===== src/rtl/sgd_pkg.sv =====
package sgd_pkg;

    localparam int unsigned WORD_BYTES = 4;
    localparam int unsigned DESC_WORDS = 3;
    localparam int unsigned CNT_W      = 18;
    localparam int unsigned ST_W       = 5;

    localparam int unsigned ST_RD_DONE = 0;
    localparam int unsigned ST_WR_DONE = 1;
    localparam int unsigned ST_RD_ERR  = 2;
    localparam int unsigned ST_WR_ERR  = 3;
    localparam int unsigned ST_TBL_ERR = 4;

    typedef enum logic [3:0] {
        S_IDLE,
        S_FREQ,
        S_FWAIT,
        S_CHECK,
        S_RREQ,
        S_RWAIT,
        S_WREQ,
        S_WWAIT
    } eng_state_e;

    typedef struct packed {
        logic [31:0] src;
        logic [31:0] dst;
        logic [31:0] ctl;
    } sg_desc_t;

    function automatic logic [CNT_W-1:0] ctl_count(input logic [31:0] c);
        return c[CNT_W-1:0];
    endfunction

    function automatic logic ctl_last(input logic [31:0] c);
        return c[31];
    endfunction

endpackage


===== src/rtl/sgd_desc_check.sv =====
module sgd_desc_check
    import sgd_pkg::*;
#(
    parameter int unsigned GRAIN_BITS = 8
) (
    input  logic [31:0]      ctl_i,
    output logic             ok_o,
    output logic             last_o,
    output logic [CNT_W-3:0] words_o
);
    logic [CNT_W-1:0] cnt;
    logic             unused_rsvd;

    assign cnt         = ctl_count(ctl_i);
    assign unused_rsvd = ^ctl_i[30:CNT_W];
    assign ok_o        = (cnt != '0) && (cnt[GRAIN_BITS-1:0] == '0);
    assign last_o      = ctl_last(ctl_i);
    assign words_o     = cnt[CNT_W-1:2];
endmodule


===== src/rtl/sgd_burst_buf.sv =====
module sgd_burst_buf #(
    parameter int unsigned DEPTH = 64,
    parameter int unsigned DW    = 32,
    localparam int unsigned IW   = $clog2(DEPTH)
) (
    input  logic          clk,
    input  logic          we_i,
    input  logic [IW-1:0] waddr_i,
    input  logic [DW-1:0] wdata_i,
    input  logic [IW-1:0] raddr_i,
    output logic [DW-1:0] rdata_o
);
    logic [DW-1:0] store [DEPTH];

    always_ff @(posedge clk) begin
        if (we_i) begin
            store[waddr_i] <= wdata_i;
        end
    end

    assign rdata_o = store[raddr_i];
endmodule


===== src/rtl/sgd_status.sv =====
module sgd_status #(
    parameter int unsigned W = 5
) (
    input  logic         clk,
    input  logic         rst,
    input  logic [W-1:0] set_i,
    input  logic [W-1:0] clr_i,
    output logic [W-1:0] q_o
);
    always_ff @(posedge clk) begin
        if (rst) begin
            q_o <= '0;
        end else begin
            q_o <= (q_o & ~clr_i) | set_i;
        end
    end

    AST_SET_WINS: assert property (@(posedge clk) disable iff (rst)
        (|set_i) |=> ((q_o & $past(set_i)) == $past(set_i))) else $error("set lost");
    AST_STICKY: assert property (@(posedge clk) disable iff (rst)
        (|(q_o & ~clr_i)) |=> ((q_o & $past(q_o & ~clr_i)) == $past(q_o & ~clr_i))) else $error("bit dropped");
endmodule


===== src/rtl/sg_copy_engine.sv =====
module sg_copy_engine
    import sgd_pkg::*;
#(
    parameter int unsigned MAX_DESC    = 256,
    parameter int unsigned BURST_WORDS = 64
) (
    input  logic            clk,
    input  logic            rst,
    input  logic            start_i,
    input  logic [31:0]     table_base_i,
    input  logic [ST_W-1:0] stat_clr_i,
    output logic [ST_W-1:0] stat_o,
    output logic            busy_o,
    output logic            irq_o,
    output logic            mem_req_o,
    output logic            mem_we_o,
    output logic [31:0]     mem_addr_o,
    output logic [31:0]     mem_wdata_o,
    input  logic            mem_ready_i,
    input  logic            mem_rsp_i,
    input  logic            mem_err_i,
    input  logic [31:0]     mem_rdata_i
);
    localparam int unsigned IDX_W  = $clog2(BURST_WORDS);
    localparam int unsigned LEN_W  = $clog2(BURST_WORDS + 1);
    localparam int unsigned WCNT_W = CNT_W - 2;
    localparam int unsigned DCNT_W = $clog2(MAX_DESC + 1);
    localparam logic [31:0] STEP   = 32'(WORD_BYTES);
    localparam logic [31:0] DSTEP  = 32'(DESC_WORDS * WORD_BYTES);

    eng_state_e          state_q, state_d;
    sg_desc_t            desc_q;
    logic [31:0]         ptr_q;
    logic [1:0]          fidx_q;
    logic [WCNT_W-1:0]   words_q;
    logic [LEN_W-1:0]    len_q;
    logic [IDX_W-1:0]    bidx_q;
    logic [DCNT_W-1:0]   dcnt_q;
    logic                irq_q;
    logic [ST_W-1:0]     set_v;

    logic                chk_ok, chk_last;
    logic [WCNT_W-1:0]   chk_words;
    logic [31:0]         buf_rdata;
    logic                acc, rsp_ok, rsp_bad, burst_end, desc_end;
    logic [WCNT_W-1:0]   words_rem;

    function automatic logic [LEN_W-1:0] burst_of(input logic [WCNT_W-1:0] w);
        return (w < WCNT_W'(BURST_WORDS)) ? LEN_W'(w) : LEN_W'(BURST_WORDS);
    endfunction

    sgd_desc_check #(.GRAIN_BITS(8)) u_check (
        .ctl_i   (desc_q.ctl),
        .ok_o    (chk_ok),
        .last_o  (chk_last),
        .words_o (chk_words)
    );

    sgd_burst_buf #(.DEPTH(BURST_WORDS), .DW(32)) u_buf (
        .clk     (clk),
        .we_i    (state_q == S_RWAIT && rsp_ok),
        .waddr_i (bidx_q),
        .wdata_i (mem_rdata_i),
        .raddr_i (bidx_q),
        .rdata_o (buf_rdata)
    );

    sgd_status #(.W(ST_W)) u_status (
        .clk   (clk),
        .rst   (rst),
        .set_i (set_v),
        .clr_i (stat_clr_i),
        .q_o   (stat_o)
    );

    assign acc       = mem_req_o && mem_ready_i;
    assign rsp_ok    = mem_rsp_i && !mem_err_i;
    assign rsp_bad   = mem_rsp_i && mem_err_i;
    assign burst_end = (LEN_W'(bidx_q) + LEN_W'(1)) == len_q;
    assign words_rem = words_q - WCNT_W'(len_q);
    assign desc_end  = burst_end && (words_rem == '0);

    always_comb begin
        state_d = state_q;
        set_v   = '0;
        unique case (state_q)
            S_IDLE:  if (start_i) state_d = S_FREQ;
            S_FREQ:  if (acc) state_d = S_FWAIT;
            S_FWAIT: begin
                if (rsp_bad) begin
                    set_v[ST_RD_ERR] = 1'b1;
                    state_d = S_IDLE;
                end else if (rsp_ok) begin
                    state_d = (fidx_q == 2'(DESC_WORDS - 1)) ? S_CHECK : S_FREQ;
                end
            end
            S_CHECK: begin
                if (!chk_ok) begin
                    set_v[ST_TBL_ERR] = 1'b1;
                    state_d = S_IDLE;
                end else begin
                    state_d = S_RREQ;
                end
            end
            S_RREQ:  if (acc) state_d = S_RWAIT;
            S_RWAIT: begin
                if (rsp_bad) begin
                    set_v[ST_RD_ERR] = 1'b1;
                    state_d = S_IDLE;
                end else if (rsp_ok) begin
                    state_d = burst_end ? S_WREQ : S_RREQ;
                end
            end
            S_WREQ:  if (acc) state_d = S_WWAIT;
            S_WWAIT: begin
                if (rsp_bad) begin
                    set_v[ST_WR_ERR] = 1'b1;
                    state_d = S_IDLE;
                end else if (rsp_ok) begin
                    if (!burst_end) begin
                        state_d = S_WREQ;
                    end else if (!desc_end) begin
                        state_d = S_RREQ;
                    end else if (chk_last) begin
                        set_v[ST_RD_DONE] = 1'b1;
                        set_v[ST_WR_DONE] = 1'b1;
                        state_d = S_IDLE;
                    end else if (dcnt_q == DCNT_W'(MAX_DESC)) begin
                        set_v[ST_TBL_ERR] = 1'b1;
                        state_d = S_IDLE;
                    end else begin
                        state_d = S_FREQ;
                    end
                end
            end
            default: state_d = S_IDLE;
        endcase
    end

    always_ff @(posedge clk) begin
        if (rst) begin
            state_q <= S_IDLE;
            desc_q  <= '0;
            ptr_q   <= '0;
            fidx_q  <= '0;
            words_q <= '0;
            len_q   <= '0;
            bidx_q  <= '0;
            dcnt_q  <= '0;
            irq_q   <= 1'b0;
        end else begin
            state_q <= state_d;
            irq_q   <= (state_q != S_IDLE) && (state_d == S_IDLE);
            unique case (state_q)
                S_IDLE: if (start_i) begin
                    ptr_q  <= table_base_i;
                    fidx_q <= '0;
                    dcnt_q <= '0;
                end
                S_FWAIT: if (rsp_ok) begin
                    unique case (fidx_q)
                        2'd0:    desc_q.src <= mem_rdata_i;
                        2'd1:    desc_q.dst <= mem_rdata_i;
                        default: desc_q.ctl <= mem_rdata_i;
                    endcase
                    fidx_q <= fidx_q + 2'd1;
                end
                S_CHECK: if (chk_ok) begin
                    words_q <= chk_words;
                    len_q   <= burst_of(chk_words);
                    bidx_q  <= '0;
                    fidx_q  <= '0;
                    dcnt_q  <= dcnt_q + DCNT_W'(1);
                end
                S_RWAIT: if (rsp_ok) begin
                    desc_q.src <= desc_q.src + STEP;
                    bidx_q     <= burst_end ? '0 : bidx_q + IDX_W'(1);
                end
                S_WWAIT: if (rsp_ok) begin
                    desc_q.dst <= desc_q.dst + STEP;
                    if (burst_end) begin
                        bidx_q  <= '0;
                        words_q <= words_rem;
                        len_q   <= burst_of(words_rem);
                        if (desc_end) ptr_q <= ptr_q + DSTEP;
                    end else begin
                        bidx_q <= bidx_q + IDX_W'(1);
                    end
                end
                default: ;
            endcase
        end
    end

    always_comb begin
        mem_req_o   = 1'b0;
        mem_we_o    = 1'b0;
        mem_addr_o  = '0;
        mem_wdata_o = '0;
        unique case (state_q)
            S_FREQ: begin
                mem_req_o  = 1'b1;
                mem_addr_o = ptr_q + (32'(fidx_q) << 2);
            end
            S_RREQ: begin
                mem_req_o  = 1'b1;
                mem_addr_o = desc_q.src;
            end
            S_WREQ: begin
                mem_req_o   = 1'b1;
                mem_we_o    = 1'b1;
                mem_addr_o  = desc_q.dst;
                mem_wdata_o = buf_rdata;
            end
            default: ;
        endcase
    end

    assign busy_o = (state_q != S_IDLE);
    assign irq_o  = irq_q;

    AST_IRQ_ENDS_RUN: assert property (@(posedge clk) disable iff (rst)
        irq_o |-> (!busy_o && $past(busy_o))) else $error("irq without run");
    AST_IRQ_WITH_STATUS: assert property (@(posedge clk) disable iff (rst)
        irq_o |-> (stat_o != '0)) else $error("irq with empty status");
    AST_IDLE_QUIET: assert property (@(posedge clk) disable iff (rst)
        !busy_o |-> !mem_req_o) else $error("request while idle");
    AST_BAD_COUNT_STOPS: assert property (@(posedge clk) disable iff (rst)
        (state_q == S_CHECK && !chk_ok) |=> (!busy_o && stat_o[ST_TBL_ERR])) else $error("bad count copied");
    AST_BURST_BOUND: assert property (@(posedge clk) disable iff (rst)
        (state_q == S_RREQ) |-> (len_q != '0 && len_q <= LEN_W'(BURST_WORDS))) else $error("burst length");
    AST_START_IGNORED: assert property (@(posedge clk) disable iff (rst)
        (busy_o && start_i) |=> (ptr_q == $past(ptr_q) || ptr_q == $past(ptr_q) + DSTEP)) else $error("restart while busy");
endmodule


===== config.mk =====
export PLATFORM = sky130hd
export DESIGN_NAME = sg_copy_engine
export DESIGN_NICKNAME = d
export VERILOG_FILES = /design/src/rtl/sgd_pkg.sv /design/src/rtl/sgd_desc_check.sv /design/src/rtl/sgd_burst_buf.sv /design/src/rtl/sgd_status.sv /design/src/rtl/sg_copy_engine.sv
export SDC_FILE = /design/constraint.sdc
export NUM_CORES = 2
export LEC_CHECK = 0
export BUFFER_PORTS_ARGS = -buffer_cell sky130_fd_sc_hd__buf_2
export CAP_MARGIN = 10
export CORE_ASPECT_RATIO = 1.4
export CORE_MARGIN = 1.5
export CORE_UTILIZATION = 30
export CTS_BUF_LIST = sky130_fd_sc_hd__clkbuf_8
export DETAILED_ROUTE_END_ITERATION = 7
export PLACE_DENSITY = 0.48
export SETUP_SLACK_MARGIN = 0.3
export SLEW_MARGIN = 30
export SYNTH_ARGS = -nofsm -noshare
export SYNTH_HDL_FRONTEND = slang
export SYNTH_SLANG_ARGS = --single-unit

===== constraint.sdc =====
create_clock -name clk -period 4.1 [get_ports clk]
set_input_delay 0.82 -clock clk [delete_from_list [all_inputs] [get_ports clk]]
set_output_delay 0.82 -clock clk [all_outputs]
set_load 0.02 [all_outputs]

==> flow_summary.json <==
{
  "startpoint_type": "register",
  "cellLeakagePower_nw": 32.5,
  "vias": 47400,
  "via_per_inst": 5.07,
  "grt_max_degree": 77,
  "synth.area.top_cells": "edfxtp_1, mux4_2, dfxtp_1",
  "synth-edff-count": 2048,
  "ys_types": 84,
  "power_w": 0.0427,
  "yosysTopAreaCell": "edfxtp_1",
  "ys.flop_type": "edfxtp_1",
  "cts_made_buffers": 344,
  "grt_setup_unrepaired": "yes",
  "max-vdd-ir-drop_mv": 0.236,
  "max_cap_viol_count": 0,
  "grt_pass1_wl_um": 376000,
  "async_flop_share_pct": 0,
  "root_buffer": "clkbuf_8",
  "core_area_um2": 293000,
  "period_minus_slack_ns": 4.72,
  "grt_antenna_before_repair": 18,
  "slew-limit-headroom_pct": 31.9,
  "insertion_delay_ns": 0.99,
  "fin_util_pct": 36.3,
  "syn_avg_cell_area_um2": 19.7,
  "post-route-period-util_pct": 115,
  "areaGrowthSynthToFinish_pct": 20.3,
  "gp_congestion": 0.808,
  "setup_viol": 32,
  "clk_path_buf_depth": 4,
  "nNetsFinal": 5265,
  "final.setup.tns_ns": -16.23,
  "slew_violations": 0,
  "p_per_area_nw_per_um2": 401,
  "critPathRequiredTime_ns": 3.28,
  "fin_worst_skew_ns": 0.0620,
  "clk_pin_slew_worst_paths_ns": 0.07,
  "drt_iter0_drc": 3929,
  "grt_use_total_pct": 17.6,
  "ant_nets": 0,
  "clock-sinks": 2219,
  "violations": "negative setup slack",
  "drc": 0,
  "fp-row-count": 235,
  "start_util_pct": 30.2,
  "worstHoldPathType": "primary input to register",
  "die_area_um2": 298000,
  "dp_hpwl_um": 159000,
  "die-height_um": 646,
  "port_buffers": 147,
  "ys_ff_latch": 2219,
  "layout_setup_ws_ns": -0.616,
  "drt_pre_antenna_iters": 6,
  "die_width_um": 462,
  "wl_per_cell_um": 28.4,
  "end_kind": "output pin",
  "finalHoldViolCount": 0,
  "ioPinCount": 148,
  "yosysTopAreaCellShare_pct": 69.5,
  "htree_levels": 5,
  "syn_nets": 4594,
  "netlist_area_um2": 88500,
  "max_slew.worst_pin.slew_ns": 1.01,
  "status": "finished, violations left",
  "routed_wl_um": 266000,
  "criticalPathCategory": "register to output pin",
  "cp.arrival_ns": 3.90,
  "yosysWarnings": 0,
  "syn_inst": 4499,
  "timing.fmax_mhz": 212,
  "grt_overflow": 0,
  "path_max_fanout": 7,
  "cts_tree": "yes",
  "drive_gt1_share_pct": 35.4,
  "ys_seq_area_share_pct": 73.4,
  "grt_pass1_vias": 50100
}
## where the power goes
| group | leakage (nW) | switching (W) | total, W | internal, W |
|---|---|---|---|---|
| Combinational | 9.19 | 0.000500 | 0.000616 | 0.000116 |
| Clock | 3.50 | 0.00879 | 0.0174 | 0.00860 |
| Sequential | 19.8 | 0.0000301 | 0.0247 | 0.0247 |
| Total | 32.5 | 0.00932 | 0.0427 | 0.0334 |
## path summary, 6_finish.rpt
kind	endpoint	slack [ns]	cells past startpoint	from
worst max-delay path	mem_wdata_o[15]	-0.62	9	register
worst min-delay path	ptr_q[1]	0.11	3	table_base_i[1]
worst max register to register	u_status.q_o[4]	0.54	11	words_q[0]
worst min register to register	len_q[6]	0.45	2	len_q[6]
## synth_stat cells (8+ instances only)
library cell	number
a211oi_1	62
a21oi_1	144
a22oi_1	47
a311oi_1	13
a31oi_1	10
and2_1	25
and3_1	12
and4_1	8
buf_1	71
buf_2	14
clkbuf_1	177
dfxtp_1	171
edfxtp_1	2048
ha_1	18
inv_1	33
mux2i_1	25
mux4_2	654
nand2_1	175
nand2b_1	19
nand3_1	61
nand4_1	36
nor2_1	230
nor2b_1	23
nor3_1	58
nor4_1	15
o211ai_1	20
o21ai_0	122
o22ai_1	18
or2_2	13
or3_1	15
xnor2_1	28
xor2_1	29
## routing by layer
metal | track usage, % | up-vias | share of wire [%]
li1 | - | 20000 | -
met1 | 20.8 | 25600 | 38
met2 | 32.7 | 1378 | 55
met3 | 2.11 | 429 | 3.9
met4 | 5.94 | 2 | 3.2
met5 | 0 | - | 0.0038
## cell type report
cell class                 count  area (µm²)
tap                         3910        4890
multi-input combinational   1971       23500
inverter                      34         135
sequential                  2219       65000
clock buffer                 354        4870
fill                       27300      187000
timing repair buffer         600        6690
antenna                       11        27.5
clock inverter               250        1320
## registers in the layout, summed over array words and instances (netlist names), named ones only
signal,flops
words_q,16
bidx_q,6
ptr_q,32
fidx_q,2
state_q,4
irq_o,1
desc_q,83
u_buf.store,2048
u_status.q_o,5
len_q,7
dcnt_q,9
## cells by family (layout without fill, tap and decap cells)
family                   count (synthesis)  in the layout  synth area share, %
AO/OA/AOI/OAI                          493            493                 3.50
XOR/XNOR                                57             57                0.564
adder cells (fa/ha/maj)                 21             21                0.311
buffers and inverters                  309           1238                 1.43
flip-flops                            2219           2219                 73.4
multiplexers                           681            681                 17.0
other                                    1             12              0.00424
AND/OR/NAND/NOR                        718            718                 3.86
## stage by stage
stage	instances	area, µm²	setup slack, ns	hold WS, ns
2_1_floorplan	4499	88500	0.368	0.432
5_1_grt	9345	106000	-0.709	0.0514
4_1_cts	9310	106000	-0.734	0.000213
3_5_place_dp	8599	96700	-0.0329	0.449
6_report	9349	106000	-0.616	0.112
3_3_place_gp	8599	96700	-0.185	0.438
## cell usage in the layout (no fill, tap or decap), drive strengths merged, types with 10 or more instances in the layout
master / count
edfxtp: 2048
clkbuf: 360
clkinv: 144
o211ai: 20
nand3: 63
a311oi: 13
o22ai: 18
dfxtp: 171
buf: 584
nor2b: 23
nor2: 231
ha: 18
a21oi: 144
mux4: 654
xnor2: 28
nand4: 36
o21ai: 123
a31oi: 10
nor3: 58
mux2i: 25
a211oi: 62
diode: 11
and2: 27
nand2b: 19
nand2: 175
or3: 18
and3: 13
xor2: 29
or2: 16
a22oi: 47
inv: 122
nor4: 17
## repair_timing
action                     4_1_cts  5_1_grt
buffers inserted                67       22
pin swaps                       43       36
hold buffers                     2        0
resized for setup              273       87
gates cloned                    38        6
hold endpoints to repair         2        0
setup endpoints to repair       65       54
## worst max-delay path, stage by stage (launching register included)
cell and delay, ns:
dfxtp_4 0.38, buf_12 0.12, buf_12 0.16, buf_16 0.18, buf_8 0.13, mux4_2 0.50, mux4_2 0.51, mux4_2 0.64
and2_4 0.20, buf_6 0.12
No activity file was read; power rests on OpenSTA's default activity.
